--- src/rtl/e1_sa_pkg.sv ---
package e1_sa_pkg;
  localparam int SA_NUM         = 5;
  localparam int SA_W           = 8;
  localparam int SA_FIRST       = 3;
  localparam int ODD_PER_MF     = 8;
  localparam int FRAMES_PER_MF  = 16;
  localparam int BITS_PER_FRAME = 256;
  localparam int IDX_W          = $clog2(SA_NUM + 3);
  localparam int POS_W          = $clog2(BITS_PER_FRAME);
  localparam int FRM_W          = $clog2(FRAMES_PER_MF);

  typedef struct packed {
    logic             hit;
    logic [IDX_W-1:0] idx;
    logic             last;
  } sa_tap_t;
endpackage

--- src/rtl/e1_sa_slot_decode.sv ---
module e1_sa_slot_decode
  import e1_sa_pkg::*;
#(
  parameter int N_SA  = SA_NUM,
  parameter int BASE  = SA_FIRST,
  parameter int PW    = POS_W,
  parameter int FW    = FRM_W,
  parameter int NFRM  = FRAMES_PER_MF
) (
  input  logic          vld_i,
  input  logic [PW-1:0] pos_i,
  input  logic [FW-1:0] frm_i,
  output sa_tap_t       tap_o
);
  localparam logic [PW-1:0] FIRST_P = PW'(BASE);
  localparam logic [PW-1:0] LAST_P  = PW'(BASE + N_SA - 1);
  localparam logic [FW-1:0] FRM_MAX = FW'(NFRM - 1);

  logic odd_frame;
  logic in_window;

  assign odd_frame = frm_i[0] && (frm_i <= FRM_MAX);
  assign in_window = (pos_i >= FIRST_P) && (pos_i <= LAST_P);

  always_comb begin
    tap_o = '0;
    if (vld_i && odd_frame && in_window) begin
      tap_o.hit  = 1'b1;
      tap_o.idx  = IDX_W'(pos_i - FIRST_P);
      tap_o.last = (pos_i == LAST_P);
    end
  end
endmodule

--- src/rtl/e1_sa_stage_bank.sv ---
module e1_sa_stage_bank
  import e1_sa_pkg::*;
#(
  parameter int N_SA = SA_NUM,
  parameter int DW   = SA_W
) (
  input  logic               clk_i,
  input  logic               rst_ni,
  input  logic               hit_i,
  input  logic [IDX_W-1:0]   idx_i,
  input  logic               bit_i,
  input  logic               xfer_i,
  output logic [N_SA*DW-1:0] live_o
);
  logic [N_SA*DW-1:0] live_q;

  for (genvar k = 0; k < N_SA; k++) begin : g_lane
    logic [DW-1:0] stage_q;
    logic          sel;

    assign sel = hit_i && (idx_i == IDX_W'(k));

    always_ff @(posedge clk_i) begin
      if (!rst_ni)  stage_q <= '0;
      else if (sel) stage_q <= {stage_q[DW-2:0], bit_i};
    end

    always_ff @(posedge clk_i) begin
      if (!rst_ni)     live_q[k*DW +: DW] <= '0;
      else if (xfer_i) live_q[k*DW +: DW] <= stage_q;
    end
  end

  assign live_o = live_q;


  live_group_update_chk: assert property (@(posedge clk_i) disable iff (!rst_ni)
    !$stable(live_q) |-> $past(xfer_i));
endmodule

--- src/rtl/e1_sa_mf_ctrl.sv ---
module e1_sa_mf_ctrl
  import e1_sa_pkg::*;
#(
  parameter int ODD = ODD_PER_MF
) (
  input  logic clk_i,
  input  logic rst_ni,
  input  logic mf_start_i,
  input  logic last_i,
  output logic xfer_o,
  output logic irq_o
);
  localparam int CNT_W = $clog2(ODD + 2);
  localparam logic [CNT_W-1:0] FULL = CNT_W'(ODD);
  localparam logic [CNT_W-1:0] SAT  = CNT_W'(ODD + 1);

  logic [CNT_W-1:0] odd_cnt_q;
  logic             armed_q;
  logic             irq_q;

  assign xfer_o = mf_start_i && armed_q && (odd_cnt_q == FULL);

  always_ff @(posedge clk_i) begin
    if (!rst_ni) begin
      armed_q   <= 1'b0;
      odd_cnt_q <= '0;
      irq_q     <= 1'b0;
    end else begin
      irq_q <= xfer_o;
      if (mf_start_i) begin
        armed_q   <= 1'b1;
        odd_cnt_q <= '0;
      end else if (armed_q && last_i && odd_cnt_q != SAT) begin
        odd_cnt_q <= odd_cnt_q + 1'b1;
      end
    end
  end

  assign irq_o = irq_q;


  irq_after_strobe_chk: assert property (@(posedge clk_i) disable iff (!rst_ni)
    irq_q |-> $past(mf_start_i));


  irq_needs_arm_chk: assert property (@(posedge clk_i) disable iff (!rst_ni)
    irq_q |-> $past(armed_q));
endmodule

--- src/rtl/e1_sa_read_mux.sv ---
module e1_sa_read_mux
  import e1_sa_pkg::*;
#(
  parameter int N_SA = SA_NUM,
  parameter int DW   = SA_W
) (
  input  logic               clk_i,
  input  logic               rst_ni,
  input  logic [IDX_W-1:0]   addr_i,
  input  logic [N_SA*DW-1:0] regs_i,
  output logic [DW-1:0]      data_o
);
  localparam logic [IDX_W-1:0] TOP_ADDR = IDX_W'(N_SA - 1);

  always_comb begin
    data_o = '0;
    for (int k = 0; k < N_SA; k++) begin
      if (addr_i == IDX_W'(k)) data_o = regs_i[k*DW +: DW];
    end
  end


  rd_hole_zero_chk: assert property (@(posedge clk_i) disable iff (!rst_ni)
    (addr_i > TOP_ADDR) |-> (data_o == '0));
endmodule

--- src/rtl/e1_sa_capture.sv ---
module e1_sa_capture
  import e1_sa_pkg::*;
#(
  parameter int N_SA = SA_NUM,
  parameter int DW   = SA_W,
  parameter int BASE = SA_FIRST,
  parameter int ODD  = ODD_PER_MF,
  parameter int NFRM = FRAMES_PER_MF
) (
  input  logic               clk_i,
  input  logic               rst_ni,
  input  logic               rx_vld_i,
  input  logic               rx_bit_i,
  input  logic [POS_W-1:0]   bit_pos_i,
  input  logic [FRM_W-1:0]   frm_num_i,
  input  logic               mf_start_i,
  input  logic [IDX_W-1:0]   rd_addr_i,
  output logic [DW-1:0]      rd_data_o,
  output logic [N_SA*DW-1:0] sa_regs_o,
  output logic               mf_irq_o
);
  sa_tap_t tap;
  logic    xfer;

  e1_sa_slot_decode #(
    .N_SA(N_SA), .BASE(BASE), .PW(POS_W), .FW(FRM_W), .NFRM(NFRM)
  ) u_decode (
    .vld_i(rx_vld_i),
    .pos_i(bit_pos_i),
    .frm_i(frm_num_i),
    .tap_o(tap)
  );

  e1_sa_stage_bank #(.N_SA(N_SA), .DW(DW)) u_bank (
    .clk_i (clk_i),
    .rst_ni(rst_ni),
    .hit_i (tap.hit),
    .idx_i (tap.idx),
    .bit_i (rx_bit_i),
    .xfer_i(xfer),
    .live_o(sa_regs_o)
  );

  e1_sa_mf_ctrl #(.ODD(ODD)) u_ctrl (
    .clk_i     (clk_i),
    .rst_ni    (rst_ni),
    .mf_start_i(mf_start_i),
    .last_i    (tap.last),
    .xfer_o    (xfer),
    .irq_o     (mf_irq_o)
  );

  e1_sa_read_mux #(.N_SA(N_SA), .DW(DW)) u_rd (
    .clk_i (clk_i),
    .rst_ni(rst_ni),
    .addr_i(rd_addr_i),
    .regs_i(sa_regs_o),
    .data_o(rd_data_o)
  );


  irq_one_cycle_chk: assert property (@(posedge clk_i) disable iff (!rst_ni)
    mf_irq_o |=> !mf_irq_o);


  regs_only_with_irq_chk: assert property (@(posedge clk_i) disable iff (!rst_ni)
    !$stable(sa_regs_o) |-> mf_irq_o);
endmodule

--- config.mk ---
export PLATFORM = sky130hd
export DESIGN_NAME = e1_sa_capture
export DESIGN_NICKNAME = d
export VERILOG_FILES = /design/src/rtl/e1_sa_pkg.sv /design/src/rtl/e1_sa_slot_decode.sv /design/src/rtl/e1_sa_stage_bank.sv /design/src/rtl/e1_sa_mf_ctrl.sv /design/src/rtl/e1_sa_read_mux.sv /design/src/rtl/e1_sa_capture.sv
export SDC_FILE = /design/constraint.sdc
export NUM_CORES = 1
export LEC_CHECK = 0
export ABC_CLOCK_PERIOD_IN_PS = 1800
export BUFFER_PORTS_ARGS = -buffer_cell sky130_fd_sc_hd__buf_2
export CAP_MARGIN = 20
export CORE_MARGIN = 2
export CORE_UTILIZATION = 30
export CTS_BUF_LIST = sky130_fd_sc_hd__clkbuf_16
export CTS_CLUSTER_SIZE = 14
export DETAILED_ROUTE_END_ITERATION = 12
export GPL_ROUTABILITY_DRIVEN = 0
export GPL_TIMING_DRIVEN = 0
export PLACE_DENSITY = 0.59
export SLEW_MARGIN = 20
export SYNTH_ARGS = -nofsm -noshare
export SYNTH_HDL_FRONTEND = slang
export SYNTH_SLANG_ARGS = --single-unit
--- constraint.sdc ---
create_clock -name clk_i -period 1.8 [get_ports clk_i]
set_input_delay 0.09 -clock clk_i [delete_from_list [all_inputs] [get_ports clk_i]]
set_output_delay 0.09 -clock clk_i [all_outputs]
set_load 0.005 [all_outputs]
==> impl_metrics.json, run 1 <==
{
  "status": "finished clean",
  "fin_crit_sh_pct": 89.6,
  "synth.largest_area_cell": "dfxtp_1",
  "antenna_found_initial": 0,
  "setup_ws_ns": 0.187,
  "peakVddDrop_mv": 0.404,
  "yosysTopAreaCellShare_pct": 46.5,
  "synth_compound_area_share_pct": 12.9,
  "cts_root_buffer": "clkbuf_16",
  "r2r_end": "u_ctrl.odd_cnt_q[2]$_SDFFE_PP0P_",
  "clk_pin_slew_worst_paths_ns": 0.06,
  "drv_cap": 0,
  "dp_hpwl_um": 7320,
  "drcViolationCount": 0,
  "endpoint_kind": "register",
  "path_class": "reg2reg",
  "drtIter0Drc": 138,
  "async_reset_ff_share_pct": 0,
  "dr.pass1.iters": 4,
  "syn_area_um2": 3700,
  "synth-seq-cells": 86,
  "rows": 40,
  "r2r-start": "u_ctrl.odd_cnt_q[1]$_SDFFE_PP0P_",
  "holdWs_ns": 0.124,
  "cts_sinks": 86,
  "insertion_delay_ns": 0.34,
  "io_buffers": 63,
  "syn_to_final_growth_pct": 23.0,
  "synth_fa_ha_area_share_pct": 1.35,
  "nets": 505,
  "avgSynthCellArea_um2": 9.13,
  "worstRegToRegCells": 5,
  "grt_pass1_wl_um": 14800,
  "synthTopCellsByArea": "dfxtp_1 46%, mux2i_1 13%, nand2_1 11%",
  "synth-edff-count": 0,
  "design.core.area_um2": 12000,
  "grt_pass1_vias": 2824,
  "met2_usage_pct": 23.1,
  "max_freq_mhz": 620,
  "ys.flop_type": "dfxtp_1",
  "cp-start-kind": "register",
  "hold_viol": 0,
  "h-tree-depth": 3,
  "synth_mux_area_share_pct": 13.2,
  "antenna_left": 0,
  "hold_path.class": "in2reg",
  "tightest_slew_ns": 0.839,
  "synth_xor_area_share_pct": 0.709,
  "start_util_pct": 30.8,
  "ys.warnings.count": 0,
  "met1_usage_pct": 19.7,
  "synthCells": 406,
  "drive_gt1_share_pct": 20.0,
  "p_per_area_nw_per_um2": 888,
  "place_worst_setup_slack_ns": -0.184,
  "diodes": 0,
  "finalClockSkew_ns": 0.00576,
  "synth.yosys.seq_area_share_pct": 46.5,
  "period_needed_ns": 1.61,
  "yosys.area_share.simple_pct": 22.5,
  "arrival_ns": 1.85,
  "hp-start": "rx_bit_i",
  "post_cts_buffers": 0,
  "wl_um": 9600,
  "reg2reg_slack_ns": 0.19,
  "tritoncts": "yes",
  "synth_top_family_by_area": "simple AND/OR/NAND/NOR gates",
  "vias": 2989,
  "syn_nets": 430,
  "p_leak_nw": 1.78,
  "top_usage_layer": "met2",
  "ys_types": 30,
  "place_area_um2": 4200,
  "fp.dieW_um": 115,
  "cp_max_fo": 6,
  "hold_depth": 3,
  "worstPathRequired_ns": 2.03,
  "ios": 69,
  "finalSetupViolations": 0,
  "dieArea_um2": 13300,
  "slew_headroom_pct": 43.8,
  "use_met3_pct": 2.90,
  "via_per_inst": 4.72,
  "grt_overflow": 0,
  "die_h_um": 115,
  "grt_setup_unrepaired": "false",
  "wl_per_cell_um": 15.2,
  "holdPathEnd": "u_bank.g_lane[0].stage_q[0]$_SDFFE_PN0P_",
  "maxSlewViolCount": 0,
  "post-route-cell-area_um2": 4560,
  "clock_tree.buffer_depth": 2,
  "grt_usage_pct": 14.7,
  "grt_max_degree": 16,
  "cts-buffers-inserted": 9
}
-- worst max-delay path, stage by stage (launching register included) --
cell and delay, ns:
dfxtp_1 0.35, inv_1 0.08, ha_1 0.21, a2111oi_4 0.50, a211oi_1 0.15, a31o_2 0.22
-- power by group --
group | switching [mW] | internal (mW) | leakage [nW]
sequential | 0.00153 | 1.90 | 0.693
clock | 0.779 | 1.22 | 0.156
combinational | 0.0865 | 0.0580 | 0.934
total | 0.867 | 3.18 | 1.78
-- flip-flops by register name, indices dropped and copies added (netlist names) --
signal / flops
u_bank.live_o: 40
u_bank.g_lane.stage_q: 40
u_ctrl.odd_cnt_q: 4
u_ctrl.irq_o: 1
u_ctrl.armed_q: 1
-- cells in the mapped netlist, drive strengths merged (2+ instances only) --
master,count
dfxtp,86
xnor2,2
a21boi,40
inv,3
mux2i,49
nor2b,28
o221ai,8
nand4,3
nor3,3
ha,4
nor4,2
nand2b,2
nor2,12
clkbuf,25
nand2,108
a21oi,9
nand3b,10
and2,2
-- what timing repair did --
item	in CTS	in global routing
hold buffers	1	0
resized for setup	4	18
pin swaps	0	1
setup endpoints to repair	36	46
endpoints found under the hold margin	1	0
cloned	0	0
-- routing by layer --
| metal | routed length (um) | up-vias | share of wire [%] |
|---|---|---|---|
| met3 | 494 | 19 | 5.1 |
| met4 | 199 | 0 | 2.1 |
| li1 | - | 1530 | - |
| met5 | 0 | - | 0 |
| met1 | 4600 | 1362 | 48 |
| met2 | 4300 | 78 | 45 |
-- kinds of logic after synthesis --
logic type | Yosys count
compound gates | 62
xor+xnor | 3
fa+ha+maj | 4
buf+inv | 28
flops | 86
mux | 49
simple gates | 174
-- layout make-up --
class | count | area, um2
clock inverters | 7 | 98.8
multi-input cells | 292 | 1880
plain buffers | 25 | 111
repair buffers | 64 | 325
fillers | 1236 | 7450
well taps | 147 | 184
flip-flops and latches | 86 | 1720
inverters | 3 | 11.3
clock buffers | 9 | 225
-- how the worst max path moves through the flow --
stage                     cells past startpoint                             start                                       end  slack (ns)
after floorplan                               4                      bit_pos_i[7]  u_bank.g_lane[4].stage_q[0]$_SDFFE_PN0P_        0.16
after global placement                        6  u_ctrl.odd_cnt_q[3]$_SDFFE_PP0P_            u_bank.live_o[21]$_SDFFE_PN0P_       -0.14
after detailed placement                      5                      bit_pos_i[7]  u_bank.g_lane[4].stage_q[7]$_SDFFE_PN0P_       -0.18
after CTS                                     7                      rd_addr_i[1]                              rd_data_o[2]        0.06
after global routing                          7  u_ctrl.odd_cnt_q[0]$_SDFFE_PP0P_            u_bank.live_o[34]$_SDFFE_PN0P_        0.01
final                                         5  u_ctrl.odd_cnt_q[1]$_SDFFE_PP0P_          u_ctrl.odd_cnt_q[2]$_SDFFE_PP0P_        0.19
-- placed cells by master, fill, tap and decap left out, drive strengths merged, types with 2 or more instances in the layout --
cell type and n:
dfxtp 86, clkbuf 33, xnor2 2, nor2b 28, nand2 108, buf 64, ha 4, mux2i 49
o221ai 8, inv 3, and2 2, bufinv 2, nand4 3, nor4 2, clkinv 4, a21boi 40
a21oi 9, nor2 12, nand3b 10, nand2b 2, nor3 3
-- per-stage QoR --
step	util [%]	setup TNS (ns)	total power, mW	instances
6_report	37.9	0	4.05	633
5_1_grt	37.9	0	4.18	633
4_1_cts	37.8	0	4.08	633
3_5_place_dp	35.0	-5.23	2.09	616
3_3_place_gp	35.0	-3.03	2.09	616
2_1_floorplan	-	0	2.04	406
Note: power is estimated with default switching activity, not from simulation.
==> run 2, diff against run 1 <==
--- a/config.mk
+++ b/config.mk
@@ -9,13 +9,13 @@
 export BUFFER_PORTS_ARGS = -buffer_cell sky130_fd_sc_hd__buf_2
 export CAP_MARGIN = 20
 export CORE_MARGIN = 2
-export CORE_UTILIZATION = 30
+export CORE_UTILIZATION = 29
 export CTS_BUF_LIST = sky130_fd_sc_hd__clkbuf_16
 export CTS_CLUSTER_SIZE = 14
 export DETAILED_ROUTE_END_ITERATION = 12
 export GPL_ROUTABILITY_DRIVEN = 0
 export GPL_TIMING_DRIVEN = 0
-export PLACE_DENSITY = 0.59
+export PLACE_DENSITY = 0.58
 export SLEW_MARGIN = 20
 export SYNTH_ARGS = -nofsm -noshare
 export SYNTH_HDL_FRONTEND = slang
==> impl_metrics.json, run 2 (synthesis results as in run 1) <==
{
  "period_needed_ns": 1.68,
  "max_freq_mhz": 596,
  "nets": 505,
  "hp-start": "rx_bit_i",
  "tightest_slew_ns": 0.876,
  "post-route-cell-area_um2": 4560,
  "mostFrequentLayoutCell": "nand2_1",
  "p_seq_share_pct": 48.7,
  "hold_path.class": "in2reg",
  "io_buffers": 63,
  "clockPowerShare_pct": 47.7,
  "layout_common_cells": "108 x nand2_1, 86 x dfxtp_1, 64 x buf_2",
  "p_leak_nw": 1.77,
  "path_class": "in2reg",
  "start_util_pct": 29.5,
  "wl_met3_um": 561,
  "antenna_left": 0,
  "endpoint_kind": "register",
  "dr.pass1.iters": 4,
  "worstRegToRegCells": 6,
  "fillers": 1286,
  "wl_um": 9760,
  "hold_viol": 0,
  "p_comb_share_pct": 3.7,
  "clock_tree.buffer_depth": 2,
  "via_per_inst": 4.58,
  "hold_depth": 3,
  "grt_pass1_vias": 2945,
  "h-tree-depth": 3,
  "vias": 3011,
  "finalClockSkew_ns": 0.00735,
  "grt_pass1_wl_um": 15200,
  "drive_gt1_share_pct": 19.5,
  "dieArea_um2": 13700,
  "status": "finished clean",
  "diodes": 0,
  "met2_length_um": 4310,
  "cts_root_buffer": "clkbuf_16",
  "rows": 41,
  "cp-start-kind": "primary input",
  "p_sw_mw": 0.874,
  "post_cts_buffers": 0,
  "fin_crit_sh_pct": 93.2,
  "grt_usage_pct": 14.7,
  "die_h_um": 117,
  "worstPathRequired_ns": 2.03,
  "cp_max_fo": 8,
  "cts-buffers-inserted": 9,
  "p_sw_share_pct": 22.3,
  "insertion_delay_ns": 0.34,
  "r2r-start": "u_ctrl.odd_cnt_q[0]$_SDFFE_PP0P_",
  "finalSetupViolations": 0,
  "drv_cap": 0,
  "ios": 69,
  "tritoncts": "yes",
  "wl_met1_um": 4640,
  "drtIter0Drc": 204,
  "syn_to_final_growth_pct": 23.1,
  "clk_pin_slew_worst_paths_ns": 0.06,
  "place_area_um2": 4240,
  "cts_sinks": 86,
  "grt_overflow": 0,
  "holdWs_ns": 0.123,
  "drcViolationCount": 0,
  "arrival_ns": 1.91,
  "dp_hpwl_um": 7390,
  "antenna_found_initial": 0,
  "fp.dieW_um": 117,
  "slew_headroom_pct": 41.3,
  "final_core_util_pct": 36.3,
  "wl_per_cell_um": 14.8,
  "maxSlewViolCount": 0,
  "peakVddDrop_mv": 0.430,
  "top_layer": "met4",
  "finalPower_mw": 3.92,
  "grt_setup_unrepaired": "false",
  "grt_max_degree": 16,
  "design.core.area_um2": 12600,
  "intPower_mw": 3.04,
  "p_per_area_nw_per_um2": 859,
  "crit_start": "bit_pos_i[7]"
}
-- run 2: cell count changes in the layout (fill, tap and decap cells not counted), sizes merged --
cell    before  now
bufinv       2    1
inv          3    4
-- run 2: power groups by stage --
stage,Clock (mW),Combinational [mW],Sequential (mW)
detailed placement,0,0.143,1.95
global placement,0,0.140,1.95
finish,1.87,0.144,1.91
CTS,1.90,0.145,1.91
floorplan,0,0.0899,1.95
global route,1.99,0.158,1.90
-- run 2: timing repair --
action | CTS | global route
hold buffers | 1 | 0
endpoints found under the setup margin | 39 | 48
endpoints found under the hold margin | 1 | 0
pin swaps | 0 | 0
gates resized for setup | 1 | 18
-- run 2: critical path: stages --
cell and delay, ns:
buf_2 0.11, or4_4 0.57, nor4_4 0.80, mux2i_1 0.27, nor2b_1 0.06
-- run 2: path summary, 6_finish.rpt --
check	end	slack, ns
max	u_bank.g_lane[4].stage_q[4]$_SDFFE_PN0P_	0.12
min reg2reg	u_bank.g_lane[2].stage_q[7]$_SDFFE_PN0P_	0.46
min	u_bank.g_lane[0].stage_q[0]$_SDFFE_PN0P_	0.12
max reg2reg	u_bank.live_o[32]$_SDFFE_PN0P_	0.17
-- run 2: layout make-up --
class | instances | area (um2) | share of cell area [%]
buffer | 25 | 106 | 2.33
clock buffer | 9 | 225 | 4.94
clock inverter | 7 | 73.8 | 1.62
inverter | 3 | 11.3 | 0.247
multi-input combinational | 292 | 1880 | 41.2
sequential | 86 | 1720 | 37.8
tap | 172 | 215 | 4.72
timing repair buffer | 64 | 325 | 7.14
-- run 2: routing by layer --
| layer | global-route usage, % | up-vias |
|---|---|---|
| met5 | 0 | - |
| met4 | 6.51 | 0 |
| met3 | 2.83 | 16 |
| met2 | 22.9 | 72 |
| met1 | 19.8 | 1392 |
| li1 | - | 1531 |
-- run 2: through the flow --
step                      cells  worst slack (ns)  TNS [ns]
after floorplan             406             0.160         0
after global placement      641            -0.163     -3.81
after detailed placement    641            -0.206     -4.42
after CTS                   658           -0.0842     -1.12
after global routing        658           0.00791         0
final                       658             0.122         0
